==> config.mk <==
export PLATFORM = sky130hd
export DESIGN_NAME = pfq_ctrl
export DESIGN_NICKNAME = d
export VERILOG_FILES = /design/src/rtl/pfq_pkg.sv /design/src/rtl/pfq_lane_align.sv /design/src/rtl/pfq_byte_ring.sv /design/src/rtl/pfq_fetch_ctl.sv /design/src/rtl/pfq_ctrl.sv
export SDC_FILE = /design/constraint.sdc
export NUM_CORES = 1
export LEC_CHECK = 0
export BUFFER_PORTS_ARGS = -buffer_cell sky130_fd_sc_hd__buf_2
export CAP_MARGIN = 10
export CORE_ASPECT_RATIO = 1.25
export CORE_MARGIN = 2
export CORE_UTILIZATION = 40
export DETAILED_ROUTE_END_ITERATION = 16
export GPL_ROUTABILITY_DRIVEN = 1
export PLACE_DENSITY_LB_ADDON = 0.3
export SLEW_MARGIN = 25
export SYNTH_ARGS = -nofsm -noshare
export SYNTH_HDL_FRONTEND = slang
export SYNTH_SLANG_ARGS = --single-unit
export TNS_END_PERCENT = 20
==> constraint.sdc <==
create_clock -name clk -period 9.04 [get_ports clk]
set_clock_uncertainty 0.05 [all_clocks]
set_input_delay 1.356 -clock clk [delete_from_list [all_inputs] [get_ports clk]]
set_output_delay 1.356 -clock clk [all_outputs]
set_load 0.02 [all_outputs]
==> src/rtl/pfq_pkg.sv <==
package pfq_pkg;
   localparam int unsigned PFQ_LANES  = 4;
   localparam int unsigned PFQ_WORD_W = 8 * PFQ_LANES;
   typedef logic [7:0]   pfq_byte_t;
   typedef logic [2:0]   pfq_lcnt_t;
   typedef logic [1:0]   pfq_skip_t;
endpackage

==> src/rtl/pfq_lane_align.sv <==
module pfq_lane_align
   import pfq_pkg::*;
(
   input  logic [PFQ_WORD_W-1:0] word_i,
   input  pfq_skip_t             skip_i,
   output logic [PFQ_WORD_W-1:0] packed_o,
   output pfq_lcnt_t             cnt_o
);
   // Lanes below the skip point are discarded, the rest slide down to lane 0.
   for (genvar g = 0; g < PFQ_LANES; g++) begin : g_lane
      always_comb begin
         packed_o[8*g +: 8] = 8'h00;
         for (int s = 0; s < PFQ_LANES; s++) begin
            if (skip_i == pfq_skip_t'(s) && (g + s) < PFQ_LANES)
               packed_o[8*g +: 8] = word_i[8*(g+s) +: 8];
         end
      end
   end
   assign cnt_o = pfq_lcnt_t'(PFQ_LANES) - {1'b0, skip_i};
endmodule

==> src/rtl/pfq_byte_ring.sv <==
module pfq_byte_ring
   import pfq_pkg::*;
#(
   parameter int unsigned DEPTH = 16,
   localparam int unsigned PTR_W = $clog2(DEPTH),
   localparam int unsigned CNT_W = $clog2(DEPTH + 1)
)(
   input  logic                  clk,
   input  logic                  rst_n,
   input  logic                  flush,
   input  pfq_lcnt_t             push_cnt,
   input  logic [PFQ_WORD_W-1:0] push_word,
   input  logic                  pop,
   output pfq_byte_t             head,
   output logic [CNT_W-1:0]      occ
);
   pfq_byte_t        store [DEPTH];
   logic [PTR_W-1:0] wr_ptr, rd_ptr;

   always_ff @(posedge clk) begin
      if (!rst_n || flush) begin
         wr_ptr <= '0;
         rd_ptr <= '0;
         occ    <= '0;
      end else begin
         wr_ptr <= wr_ptr + PTR_W'(push_cnt);
         rd_ptr <= rd_ptr + PTR_W'(pop);
         occ    <= occ + CNT_W'(push_cnt) - CNT_W'(pop);
      end
   end

   always_ff @(posedge clk) begin
      for (int i = 0; i < PFQ_LANES; i++) begin
         if (!flush && pfq_lcnt_t'(i) < push_cnt)
            store[wr_ptr + PTR_W'(i)] <= push_word[8*i +: 8];
      end
   end

   assign head = store[rd_ptr];
endmodule

==> src/rtl/pfq_fetch_ctl.sv <==
module pfq_fetch_ctl
   import pfq_pkg::*;
#(
   parameter int unsigned ADDR_W     = 32,
   parameter int unsigned DEPTH      = 16,
   parameter int unsigned EPOCH_W    = 2,
   parameter logic [ADDR_W-1:0] RESET_ADDR = '0,
   localparam int unsigned CNT_W = $clog2(DEPTH + 1)
)(
   input  logic              clk,
   input  logic              rst_n,
   input  logic [CNT_W-1:0]  occ,
   input  logic              exec_pend,
   input  logic              grant,
   input  logic              rvalid,
   input  logic              flush,
   input  logic [ADDR_W-1:0] target,
   output logic              req,
   output logic [ADDR_W-1:0] addr,
   output logic              keep,
   output pfq_skip_t         skip,
   output logic              busy
);
   logic [EPOCH_W-1:0] cur_ep, req_ep;

   assign req  = !busy && !exec_pend && (occ <= CNT_W'(DEPTH - PFQ_LANES));
   assign keep = rvalid && busy && (req_ep == cur_ep) && !flush;

   always_ff @(posedge clk) begin
      if (!rst_n) begin
         addr   <= {RESET_ADDR[ADDR_W-1:2], 2'b00};
         skip   <= RESET_ADDR[1:0];
         cur_ep <= '0;
      end else if (flush) begin
         addr   <= {target[ADDR_W-1:2], 2'b00};
         skip   <= target[1:0];
         cur_ep <= cur_ep + 1'b1;
      end else if (keep) begin
         addr   <= addr + ADDR_W'(PFQ_LANES);
         skip   <= '0;
      end
   end

   always_ff @(posedge clk) begin
      if (!rst_n) begin
         busy   <= 1'b0;
         req_ep <= '0;
      end else if (req && grant) begin
         busy   <= 1'b1;
         req_ep <= cur_ep;
      end else if (rvalid) begin
         busy   <= 1'b0;
      end
   end
endmodule

==> src/rtl/pfq_ctrl.sv <==
module pfq_ctrl
   import pfq_pkg::*;
#(
   parameter int unsigned ADDR_W  = 32,
   parameter int unsigned DEPTH   = 16,
   parameter int unsigned EPOCH_W = 2,
   parameter logic [ADDR_W-1:0] RESET_ADDR = '0
)(
   input  logic              clk,
   input  logic              rst_n,
   output logic              bus_req,
   output logic [ADDR_W-1:0] bus_addr,
   input  logic              bus_grant,
   input  logic              bus_rvalid,
   input  logic [31:0]       bus_rdata,
   input  logic              exec_pend,
   input  logic              redir_valid,
   input  logic              redir_taken,
   input  logic [ADDR_W-1:0] redir_target,
   output logic              out_valid,
   output logic [7:0]        out_byte,
   input  logic              out_ready
);
   localparam int unsigned CNT_W = $clog2(DEPTH + 1);

   if (DEPTH < 2 * PFQ_LANES || (DEPTH & (DEPTH - 1)) != 0) begin : g_bad_depth
      $error("pfq_ctrl: DEPTH must be a power of two of at least 8");
   end
   if (EPOCH_W < 1 || ADDR_W < 3) begin : g_bad_width
      $error("pfq_ctrl: EPOCH_W >= 1 and ADDR_W >= 3 required");
   end

   logic                  flush, pop, keep, fetch_busy;
   pfq_skip_t             skip;
   pfq_lcnt_t             lane_cnt, push_cnt;
   logic [PFQ_WORD_W-1:0] lane_word;
   logic [CNT_W-1:0]      occ;

   assign flush    = redir_valid && redir_taken;
   assign out_valid = (occ != '0);
   assign pop      = out_valid && out_ready && !flush;
   assign push_cnt = keep ? lane_cnt : '0;

   pfq_fetch_ctl #(
      .ADDR_W(ADDR_W), .DEPTH(DEPTH), .EPOCH_W(EPOCH_W), .RESET_ADDR(RESET_ADDR)
   ) u_fetch (
      .clk(clk), .rst_n(rst_n), .occ(occ), .exec_pend(exec_pend),
      .grant(bus_grant), .rvalid(bus_rvalid), .flush(flush), .target(redir_target),
      .req(bus_req), .addr(bus_addr), .keep(keep), .skip(skip), .busy(fetch_busy)
   );

   pfq_lane_align u_align (
      .word_i(bus_rdata), .skip_i(skip), .packed_o(lane_word), .cnt_o(lane_cnt)
   );

   pfq_byte_ring #(.DEPTH(DEPTH)) u_ring (
      .clk(clk), .rst_n(rst_n), .flush(flush), .push_cnt(push_cnt),
      .push_word(lane_word), .pop(pop), .head(out_byte), .occ(occ)
   );
endmodule

==> summary.txt, run 1 <==
Synthesis
  – Proportion of netlist area held by the largest area contributor: 0.297
  – Count of warnings emitted by yosys: 0
  – Number of flops mapped to enable cells by yosys: 128
  – Main combinational cell family by area after synthesis: compound AO/OA/AOI/OAI gates
  – Most instantiated flip-flop cell in the synthesis netlist: edfxtp_1
  – Mux cell area share after synthesis: 0.145
  – Proportion of synthesized flip-flops having asynchronous set or reset: 0
  – Post-synthesis sequential area ratio: 0.375
  – Number of storage elements in the synthesis netlist: 178
  – Number of standard cells after synthesis: 1315
  – Post-Synthesis Mean Instance Area: 9.83 µm²
  – Post-synthesis instance area: 0.0129 mm²
  – Post-Synth Adder-Cell Area: 0.0225
  – Post-synthesis share of cell area spent on and, or, nand and nor gates: 0.172
  – Yosys cell types: 71
  – Library cell with the largest summed area after synthesis: edfxtp_1
  – Complex-gate fraction of the synthesized area: 0.192
  – Biggest area contributors in the synthesized netlist: edfxtp_1 (30%), dfxtp_1 (7.7%), mux2i_1 (7.5%)
  – Parity-gate share of the synthesized area counting xor and xnor cells: 0.0321

Worst setup path
  – Crit path cell chain: buf_4 -> mux4_2 -> mux4_2 -> buf_2
  – Critical path's most frequent cell: mux4_2
  – CP startpoint kind: flip-flop
  – Cell family contributing the most delay on the critical path: multiplexers
  – Buffer and inverter count on the worst path: 2
  – Largest fanout of any net on the critical path: 19
  – Critical setup path kind: reg -> out
  – Crit end category: primary output
  – Worst path slowest cell: dfxtp_1
  – Worst endpoint required time: 7.63 ns
  – Data arrival time of the worst path: 2.93 ns
  – Delay of the slowest cell on the worst path: 0.84 ns

GRT
  – Global-route track usage on met2: 0.461
  – Global-route total usage across every layer: 0.283
  – Wire length of the first global-routing pass: 70.4 mm
  – Met3 routing resource usage after global routing: 0.0696
  – Fraction of met1 tracks used by global routing: 0.346
  – Most congested layer reported by global routing: met2
  – Via count of the first global-routing pass: 11100
  – Overflow after GRT: 0
  – Initial antenna violation count: 2
  – Pin count of the biggest net entering global routing: 71

Die
  – Die area: 0.0338 mm²
  – Initial Util: 0.407
  – Horizontal die dimension: 165 µm
  – IO Count: 114
  – Core area: 0.0318 mm²
  – Die outline height: 205 µm
  – Site Rows: 73

Timing
  – Transition time at the pin with the least slew margin: 1.17 ns
  – Sum of negative setup slack: 0 ns
  – WHS: 0.467 ns
  – Period utilization: 0.480
  – Count of endpoints failing setup in the final report: 0
  – Highest achievable clock rate: 230 MHz
  – Time the final worst path needs with I/O delays and setup: 4.34 ns
  – Number of endpoints with negative hold slack in the final report: 0
  – Setup repair after global routing missed its margin: no
  – Number of pins exceeding their max-slew limit in the final report: 0
  – Worst slew margin relative to its limit: 0.223

Power
  – Power share of the combinational group: 0.271
  – Clock power share: 0.323
  – Pwr/cell area: 164 mW/mm²
  – Share of total power in sequential cells: 0.405
  – Internal power summed over all cells: 1530 µW
  – Net load switching power: 791 µW
  – LEAKAGE: 0.00535 µW
  – Peak ir drop on the vdd network: 0.000102 V
  – Switch share: 0.341

CTS
  – Cts repair resizes: 0
  – Clock network latency to the later pin of the worst-skew pair: 0.45 ns
  – Total setup buffers inserted after CTS: 0
  – Reg clk slew, reported paths: 0.08 ns
  – Total CTS buffers: 17
  – Total of hold buffers inserted after clock tree synthesis: 0
  – Cell chosen for the clock root: clkbuf_16
  – Number of sinks on the clock net: 178
  – TritonCTS clock tree: built
  – Longest Clk Path Bufs: 2
  – CTS H-tree depth: 4

Placement
  – Instance area at placement: 0.0135 mm²
  – Detailed Place HPWL: 32.3 mm
  – Final weighted congestion in routability-driven placement: 0.975
  – Placed Instances: 1709
  – Port Buffers: 111

Routing
  – Per-cell routed wire length: 27.1 µm
  – Initial detailed-routing violation count: 1582
  – Routed WL: 47.3 mm
  – Total via count in the routed design: 11600
  – Post-detailed-route DRC marker count: 0
  – Total iterations of the first detailed-routing run: 6
  – Antenna Violating Nets Remaining: 0
  – Via-to-Cell Ratio: 6.68

Layout
  – Final non-filler cell area: 0.0141 mm²
  – Most common library cell in the layout ignoring fill and taps: nand2_1
  – Nets: 1410
  – Synth-to-layout area growth: 9.30%
  – Fin cells: 1742
  – Most frequent cells in the layout: nand2_1 (141), edfxtp_1 (128), buf_2 (111)
  – Share of layout cells above drive strength 1: 0.193

Status
  – Run status: finished, final reports clean

Flow run
  – Reported max-cap violation count: 0

Hold path
  – Type of the most critical hold path: reg -> reg
## layout make-up
| type | instances | area [µm²] |
|---|---|---|
| fill | 3036 | 17700 |
| sequential | 178 | 4850 |
| inverter | 30 | 113 |
| multi-input combinational | 960 | 7380 |
| tap | 412 | 515 |
| antenna | 1 | 2.50 |
| clock inverter | 15 | 151 |
| clock buffer | 17 | 425 |
| timing repair buffer | 129 | 691 |
## metrics by stage
stage / util / power, µW / setup slack, ns
after global routing: 0.444 / 2400 / 4.61
after detailed placement: 0.426 / 1570 / 4.79
after floorplan: - / 1360 / 5.46
final: 0.444 / 2320 / 4.70
after CTS: 0.444 / 2300 / 4.70
after global placement: 0.425 / 1560 / 4.73
## power by group through the flow
stage          Clock (µW)  Combinational, µW  Sequential (µW)
3_3_place_gp            0                600              957
5_1_grt               785                668              942
3_5_place_dp            0                610              957
2_1_floorplan           0                397              960
6_report              749                629              939
4_1_cts               751                612              939
## worst reg2reg max path: stages (launching register included)
cell	delay (ns)
dfxtp_1	0.79
ha_1	0.42
nand2_1	0.14
xnor2_1	0.82
nand3_1	0.70
o211ai_1	0.63
## routing by layer
metal,wire [µm],up-vias
li1,-,5109
met1,17100,5517
met2,22100,827
met3,5250,180
met4,2790,2
met5,13,-
## cells by family after synthesis
| group | after synthesis |
|---|---|
| simple gates | 389 |
| compound gates | 366 |
| flops | 178 |
| buf+inv | 178 |
| mux | 137 |
| xor+xnor | 44 |
| fa+ha+maj | 22 |
| other cells | 1 |
## synth_stat cells (32+ instances only)
master and number:
a21oi_1 81, a22oi_1 32, a32oi_1 32, buf_2 38, clkbuf_1 83, dfxtp_1 50, edfxtp_1 128, mux2i_1 97
mux4_2 40, nand2_1 142, nand3_1 44, nand4_1 47, nor2_1 32, o211ai_1 33, o21ai_0 66, o221ai_1 63
xor2_1 32
## state kept, by name, indices dropped and copies added (netlist names)
name / flops
u_fetch.busy: 1
u_ring.wr_ptr: 4
u_fetch.cur_ep: 2
u_ring.occ: 5
u_fetch.addr: 30
u_ring.store: 128
u_fetch.req_ep: 2
u_ring.rd_ptr: 4
u_fetch.skip: 2
## path summary, 6_finish.rpt
| path | slack (ns) | endpoint | cells after the start | from |
|---|---|---|---|---|
| min reg2reg | 0.47 | u_fetch.req_ep[1]$_SDFFE_PN0P_ | 2 | u_fetch.req_ep[1]$_SDFFE_PN0P_ |
| max reg2reg | 5.12 | u_ring.store[9][6]$_DFFE_PP_ | 5 | u_ring.wr_ptr[2]$_SDFF_PP0_ |
| max | 4.70 | out_byte[7] | 4 | u_ring.rd_ptr[1]$_SDFF_PP0_ |
| min | 0.47 | u_fetch.req_ep[1]$_SDFFE_PN0P_ | 2 | u_fetch.req_ep[1]$_SDFFE_PN0P_ |
(Power assumes the default switching activity.)
==> run 2, diff against run 1 <==
==> constraint.sdc (replaced) <==
create_clock -name clk -period 3.7 [get_ports clk]
set_clock_uncertainty 0.05 [all_clocks]
set_input_delay 0.555 -clock clk [delete_from_list [all_inputs] [get_ports clk]]
set_output_delay 0.555 -clock clk [all_outputs]
set_load 0.02 [all_outputs]
==> run 2 against run 1 <==
First-iteration DRC count shrank 18%. Sequential share of layout area is 0.93 points lower. Largest cell class unchanged. Setup slack lost 4.4 ns. Non-clock buffer count up 57. Die area did not move. Critical endpoint is now u_ring.store[2][1]$_DFFE_PP_. Routed wire length up 1.3%. Critical path type is now reg -> reg. Hold slack got worse by 0.18 ns.
==> summary.txt, run 2 (synthesis gave the netlist of run 1 again) <==
Status
  – Run status: finished, final reports clean

Power
  – Pwr/cell area: 394 mW/mm²
  – Share of total power in sequential cells: 0.401
  – Peak ir drop on the vdd network: 0.000301 V
  – Net load switching power: 1940 µW
  – Internal power summed over all cells: 3780 µW
  – Switch share: 0.340
  – Power share of the combinational group: 0.274
  – LEAKAGE: 0.00562 µW
  – Clock power share: 0.325

GRT
  – Pin count of the biggest net entering global routing: 48
  – Overflow after GRT: 0
  – Initial antenna violation count: 2
  – Via count of the first global-routing pass: 11400
  – Wire length of the first global-routing pass: 71.0 mm
  – Global-route total usage across every layer: 0.285

Layout
  – Top Registers: u_ring.store x128, u_fetch.addr x30, u_ring.occ x5
  – Nets: 1467
  – Largest reg by FF count: u_ring.store
  – Synth-to-layout area growth: 12.4%
  – Number of diodes added for antenna fixing: 0
  – Final non-filler cell area: 0.0145 mm²
  – Most frequent cells in the layout: nand2_1 (141), edfxtp_1 (128), buf_2 (111)
  – Number of flip-flops in the largest register: 128
  – Most common library cell in the layout ignoring fill and taps: nand2_1
  – Share of layout cells above drive strength 1: 0.221

CTS
  – Reg clk slew, reported paths: 0.08 ns
  – Total CTS buffers: 17
  – Cts repair resizes: 0
  – Longest Clk Path Bufs: 2
  – Clock network latency to the later pin of the worst-skew pair: 0.45 ns
  – Total setup buffers inserted after CTS: 0
  – Number of sinks on the clock net: 178
  – TritonCTS clock tree: built
  – CTS H-tree depth: 4
  – Cell chosen for the clock root: clkbuf_16
  – Total of hold buffers inserted after clock tree synthesis: 0

Timing
  – Highest achievable clock rate: 298 MHz
  – Period utilization: 0.907
  – Number of endpoints with negative hold slack in the final report: 0
  – Setup repair after global routing missed its margin: no
  – Transition time at the pin with the least slew margin: 0.937 ns
  – Worst slew margin relative to its limit: 0.367
  – Number of pins exceeding their max-slew limit in the final report: 0
  – Count of endpoints failing setup in the final report: 0
  – Sum of negative setup slack: 0 ns
  – Time the final worst path needs with I/O delays and setup: 3.36 ns

Worst setup path
  – Crit end category: flip-flop
  – Count of cells along the worst register-to-register path: 7
  – Crit path cell chain: inv_1 -> ha_1 -> a21oi_2 -> xor2_1 -> and3_1 -> or2_0 -> o21ai_0
  – Worst endpoint required time: 3.83 ns
  – Worst path slowest cell: xor2_1
  – Critical setup path kind: reg -> reg
  – Data arrival time of the worst path: 3.49 ns
  – Largest fanout of any net on the critical path: 13
  – Delay of the slowest cell on the worst path: 0.62 ns
  – CP startpoint kind: flip-flop

Routing
  – Routed WL: 47.9 mm
  – Per-cell routed wire length: 26.6 µm
  – Antenna Violating Nets Remaining: 0
  – Post-detailed-route DRC marker count: 0
  – Total via count in the routed design: 11900
  – Initial detailed-routing violation count: 1299
  – Via-to-Cell Ratio: 6.63
  – Total iterations of the first detailed-routing run: 9

Die
  – Initial Util: 0.407
  – IO Count: 114
  – Die outline height: 205 µm
  – Die area: 0.0338 mm²
  – Core area: 0.0318 mm²
  – Horizontal die dimension: 165 µm
  – Site Rows: 73

Hold path
  – Hold Path Depth: 3
  – Type of the most critical hold path: in -> reg

Placement
  – Detailed Place HPWL: 34.1 mm
  – Port Buffers: 111
  – Final weighted congestion in routability-driven placement: 0.988
  – Instance area at placement: 0.0139 mm²

Flow run
  – Reported max-cap violation count: 0
## run 2: routing by layer
layer	GRT usage	share of wire	up-vias
li1	-	-	5218
met1	0.346	0.37	5648
met2	0.451	0.46	798
met3	0.0713	0.11	247
met4	0.178	0.068	4
met5	0	0.00044	-
## run 2: path summary, 6_finish.rpt
path,from,slack [ns],end
hold reg to reg,u_fetch.addr[31]$_SDFFE_PN0P_,0.46,u_fetch.addr[31]$_SDFFE_PN0P_
setup reg to reg,u_ring.wr_ptr[1]$_SDFF_PP0_,0.34,u_ring.store[2][1]$_DFFE_PP_
setup / recovery,u_ring.wr_ptr[1]$_SDFF_PP0_,0.34,u_ring.store[2][1]$_DFFE_PP_
hold / removal,redir_target[29],0.29,u_fetch.addr[29]$_SDFFE_PN0P_
## run 2: area by class of cell
class | instances | area [µm²]
clock inverters | 15 | 163
inverters | 30 | 113
repair buffers | 186 | 1140
multi-input cells | 960 | 7310
clock buffers | 17 | 425
fillers | 2993 | 17300
well taps | 412 | 515
flip-flops and latches | 178 | 4850
## run 2: power groups by stage
stage          logic, µW  registers, µW  clock network (µW)
6_report            1570           2300                1860
3_5_place_dp        1530           2340                   0
5_1_grt             1660           2300                1950
4_1_cts             1530           2290                1870
2_1_floorplan        970           2350                   0
3_3_place_gp        1510           2340                   0
## run 2: stage by stage
step / setup WS (ns) / std cells / hold WS [ns] / util / total power [µW]
after global placement: 0.624 / 1766 / 0.445 / 0.438 / 3850
after CTS: 0.465 / 1798 / 0.279 / 0.457 / 5700
after detailed placement: 0.480 / 1766 / 0.449 / 0.438 / 3870
final: 0.344 / 1798 / 0.291 / 0.457 / 5720
after floorplan: 0.735 / 1316 / 0.430 / - / 3320
after global routing: 0.186 / 1798 / 0.289 / 0.457 / 5920
## run 2: critical path: cells and delay by family (launching register included)
family          cells  cell delay (ns)
compound gates      2             0.39
xor+xnor            1             0.62
fa+ha+maj           1             0.26
buf+inv             1             0.24
flops               1             0.55
simple gates        2             0.96
==> run 3, diff against run 2 <==
--- a/config.mk
+++ b/config.mk
@@ -9,12 +9,13 @@
 export CAP_MARGIN = 10
 export CORE_ASPECT_RATIO = 1.25
 export CORE_MARGIN = 2
-export CORE_UTILIZATION = 40
+export CORE_UTILIZATION = 55
 export DETAILED_ROUTE_END_ITERATION = 16
 export GPL_ROUTABILITY_DRIVEN = 1
 export PLACE_DENSITY_LB_ADDON = 0.3
 export SLEW_MARGIN = 25
 export SYNTH_ARGS = -nofsm -noshare
 export SYNTH_HDL_FRONTEND = slang
+export SYNTH_HIERARCHICAL = 1
 export SYNTH_SLANG_ARGS = --single-unit
 export TNS_END_PERCENT = 20
==> constraint.sdc (replaced) <==
create_clock -name clk -period 3.7 [get_ports clk]
set_clock_uncertainty 0.05 [all_clocks]
set_input_delay 0.555 -clock clk [delete_from_list [all_inputs] [get_ports clk]]
set_output_delay 0.555 -clock clk [all_outputs]
set_load 0.05 [all_outputs]
==> run 3 against run 2 <==
Global-route usage is 16 points higher. Total power up 6.9%. First-iteration DRC count up 95%. Sequential share of layout area down 2.2 points. Routed wire length rose by 22%. Final area increased by 7.1%. Highest routed layer unchanged. Die area fell by 23%.
==> summary.txt, run 3 <==
Status
  – Run status: finished, final reports clean

Synthesis
  – Count of warnings emitted by yosys: 6
  – Post-Synthesis Mean Instance Area: 9.61 µm²
  – Number of flops mapped to enable cells by yosys: 128
  – Proportion of synthesized flip-flops having asynchronous set or reset: 0
  – Top-count cell post-synth: a221oi_1
  – Yosys cell types: 81
  – Post-synthesis sequential area ratio: 0.355
  – Proportion of netlist area held by the largest area contributor: 0.282
  – Most instantiated flip-flop cell in the synthesis netlist: edfxtp_1
  – Biggest area contributors in the synthesized netlist: edfxtp_1 (28%), a221oi_1 (8.5%), dfxtp_1 (7.3%)
  – Post-synthesis instance area: 0.0136 mm²
  – Synth cell count leaders: a221oi_1 (132), edfxtp_1 (128), nor2_1 (121), nand2_1 (120), o31ai_1 (90)
  – Number of storage elements in the synthesis netlist: 178
  – Number of standard cells after synthesis: 1419
  – Library cell with the largest summed area after synthesis: edfxtp_1

Worst setup path
  – Worst endpoint required time: 3.88 ns
  – Crit end category: flip-flop
  – Worst reg2reg path startpoint: u_fetch/skip[1]$_SDFFE_PN0P_
  – Largest fanout of any net on the critical path: 12
  – Count of cells along the worst register-to-register path: 10
  – Critical setup path kind: reg -> reg
  – CP startpoint kind: flip-flop
  – R2r setup slk: 0.14 ns
  – Data arrival time of the worst path: 3.74 ns
  – Endpoint of the most critical register-to-register path: u_ring/store[13][0]$_DFFE_PP_

Layout
  – Top Registers: u_ring/store x128, u_fetch/addr x30, u_ring/occ x5
  – Number of flip-flops in the largest register: 128
  – Share of layout cells above drive strength 1: 0.250
  – Most frequent cells in the layout: a221oi_1 (130), edfxtp_1 (128), nor2_1 (121)
  – Synth-to-layout area growth: 14.0%
  – Most common library cell in the layout ignoring fill and taps: a221oi_1
  – Post-layout util: 0.637
  – Nets: 1617
  – Number of diodes added for antenna fixing: 0
  – Largest reg by FF count: u_ring/store

Timing
  – Highest achievable clock rate: 281 MHz
  – Count of endpoints failing setup in the final report: 0
  – Period utilization: 0.963
  – Sum of negative setup slack: 0 ns
  – Number of pins exceeding their max-slew limit in the final report: 0
  – Worst slew margin relative to its limit: 0.241
  – Number of endpoints with negative hold slack in the final report: 0
  – Setup repair after global routing missed its margin: no
  – Time the final worst path needs with I/O delays and setup: 3.56 ns
  – Transition time at the pin with the least slew margin: 1.14 ns

GRT
  – Overflow after GRT: 0
  – Pin count of the biggest net entering global routing: 44
  – Global-route total usage across every layer: 0.449
  – Via count of the first global-routing pass: 13100
  – Wire length of the first global-routing pass: 84.8 mm
  – Initial antenna violation count: 8

Routing
  – Via-to-Cell Ratio: 7.48
  – Routed WL: 58.2 mm
  – Total via count in the routed design: 14000
  – Total iterations of the first detailed-routing run: 11
  – Initial detailed-routing violation count: 2528
  – Per-cell routed wire length: 31.2 µm
  – Antenna Violating Nets Remaining: 0
  – Post-detailed-route DRC marker count: 0

CTS
  – Total of hold buffers inserted after clock tree synthesis: 0
  – Clock network latency to the later pin of the worst-skew pair: 0.45 ns
  – TritonCTS clock tree: built
  – Reg clk slew, reported paths: 0.08 ns
  – Number of sinks on the clock net: 178
  – CTS H-tree depth: 4
  – Longest Clk Path Bufs: 2
  – Cts repair resizes: 0
  – Total CTS buffers: 17
  – Cell chosen for the clock root: clkbuf_16
  – Total setup buffers inserted after CTS: 0

Die
  – Initial Util: 0.558
  – IO Count: 114
  – Site Rows: 64
  – Die area: 0.0261 mm²
  – Core area: 0.0244 mm²
  – Die outline height: 180 µm
  – Horizontal die dimension: 145 µm

Placement
  – Final weighted congestion in routability-driven placement: 1.08
  – Detailed Place HPWL: 40.6 mm
  – Port Buffers: 111

Power
  – Pwr/cell area: 393 mW/mm²
  – LEAKAGE: 0.00536 µW
  – Peak ir drop on the vdd network: 0.000314 V

Flow run
  – Reported max-cap violation count: 0

Hold path
  – Hold Startpoint: redir_target[27]
  – Type of the most critical hold path: in -> reg
  – Hold Path Depth: 3
  – Worst-case hold path end point: u_fetch/addr[27]$_SDFFE_PN0P_
run 3: changes by cell type in the layout (fill, tap and decap cells not counted), moves of 43 or more:
cell,previous run,this run
buf_4,73,120
o221ai_1,63,0
a221oi_1,0,130
nor2_1,32,121
mux2i_1,97,0
o31ai_1,1,90
a21oi_1,81,38
run 3: worst max path at each step:
stage                                   startpoint  cells after the start                             to
floorplan                               bus_rvalid                     10   u_ring/store[6][0]$_DFFE_PP_
global placement                        bus_rvalid                     10  u_ring/store[10][3]$_DFFE_PP_
detailed placement                      bus_rvalid                     11   u_ring/store[5][4]$_DFFE_PP_
CTS                 u_fetch/cur_ep[1]$_SDFFE_PN0P_                      9  u_ring/store[14][0]$_DFFE_PP_
global route          u_fetch/skip[1]$_SDFFE_PN0P_                     10   u_ring/store[1][0]$_DFFE_PP_
finish                u_fetch/skip[1]$_SDFFE_PN0P_                     10  u_ring/store[13][0]$_DFFE_PP_
run 3: worst max-delay path, stage by stage (launching register included):
cell      delay (ns)
dfxtp_1         0.35
inv_1           0.10
ha_1            0.47
nor2b_4         0.42
buf_4           0.26
a221oi_1        0.10
a21oi_1         0.16
buf_4           0.20
and3_1          0.66
a221oi_1        0.18
o31ai_1         0.37
run 3: per-stage QoR:
| step | power (µW) | instances | setup slack [ns] | cell area [µm²] | hold WS (ns) |
|---|---|---|---|---|---|
| after floorplan | 3450 | 1420 | 0.355 | 13600 | 0.406 |
| after global placement | 3980 | 1835 | 0.464 | 14900 | 0.416 |
| after detailed placement | 4000 | 1835 | 0.338 | 14900 | 0.427 |
| after CTS | 6040 | 1867 | 0.400 | 15500 | 0.295 |
| after global routing | 6290 | 1867 | 0.0973 | 15600 | 0.323 |
| final | 6120 | 1867 | 0.139 | 15600 | 0.302 |
run 3: cells by family (layout without fill, tap and decap cells):
kind of cell / Yosys count / count (layout) / share of synthesized area
simple gates: 511 / 511 / 0.214
compound gates: 440 / 440 / 0.249
buf+inv: 184 / 301 / 0.0649
flops: 178 / 178 / 0.355
xor+xnor: 43 / 43 / 0.0293
mux: 41 / 41 / 0.0669
fa+ha+maj: 21 / 21 / 0.0204
other cells: 1 / 2 / 0.000275
run 3: layout make-up:
cell class	instances	area [µm²]
clock inverter	14	226
clock buffer	18	429
inverter	34	128
tap	330	413
multi-input combinational	1058	7970
sequential	178	4850
timing repair buffer	235	1540
fill	2001	8870
run 3: routing by layer:
layer / up-vias / routed length, µm / global-route usage
met3: 421 / 8580 / 0.189
li1: 5780 / - / -
met2: 1313 / 24600 / 0.643
met5: - / 97 / 0
met1: 6439 / 18700 / 0.522
met4: 16 / 6230 / 0.357
run 3: where the power goes:
part           internal (µW)  switching [µW]  leakage, µW
clock network           1210             849     0.000319
logic                    657            1100      0.00348
registers               2230            65.0      0.00157
total                   4100            2010      0.00536
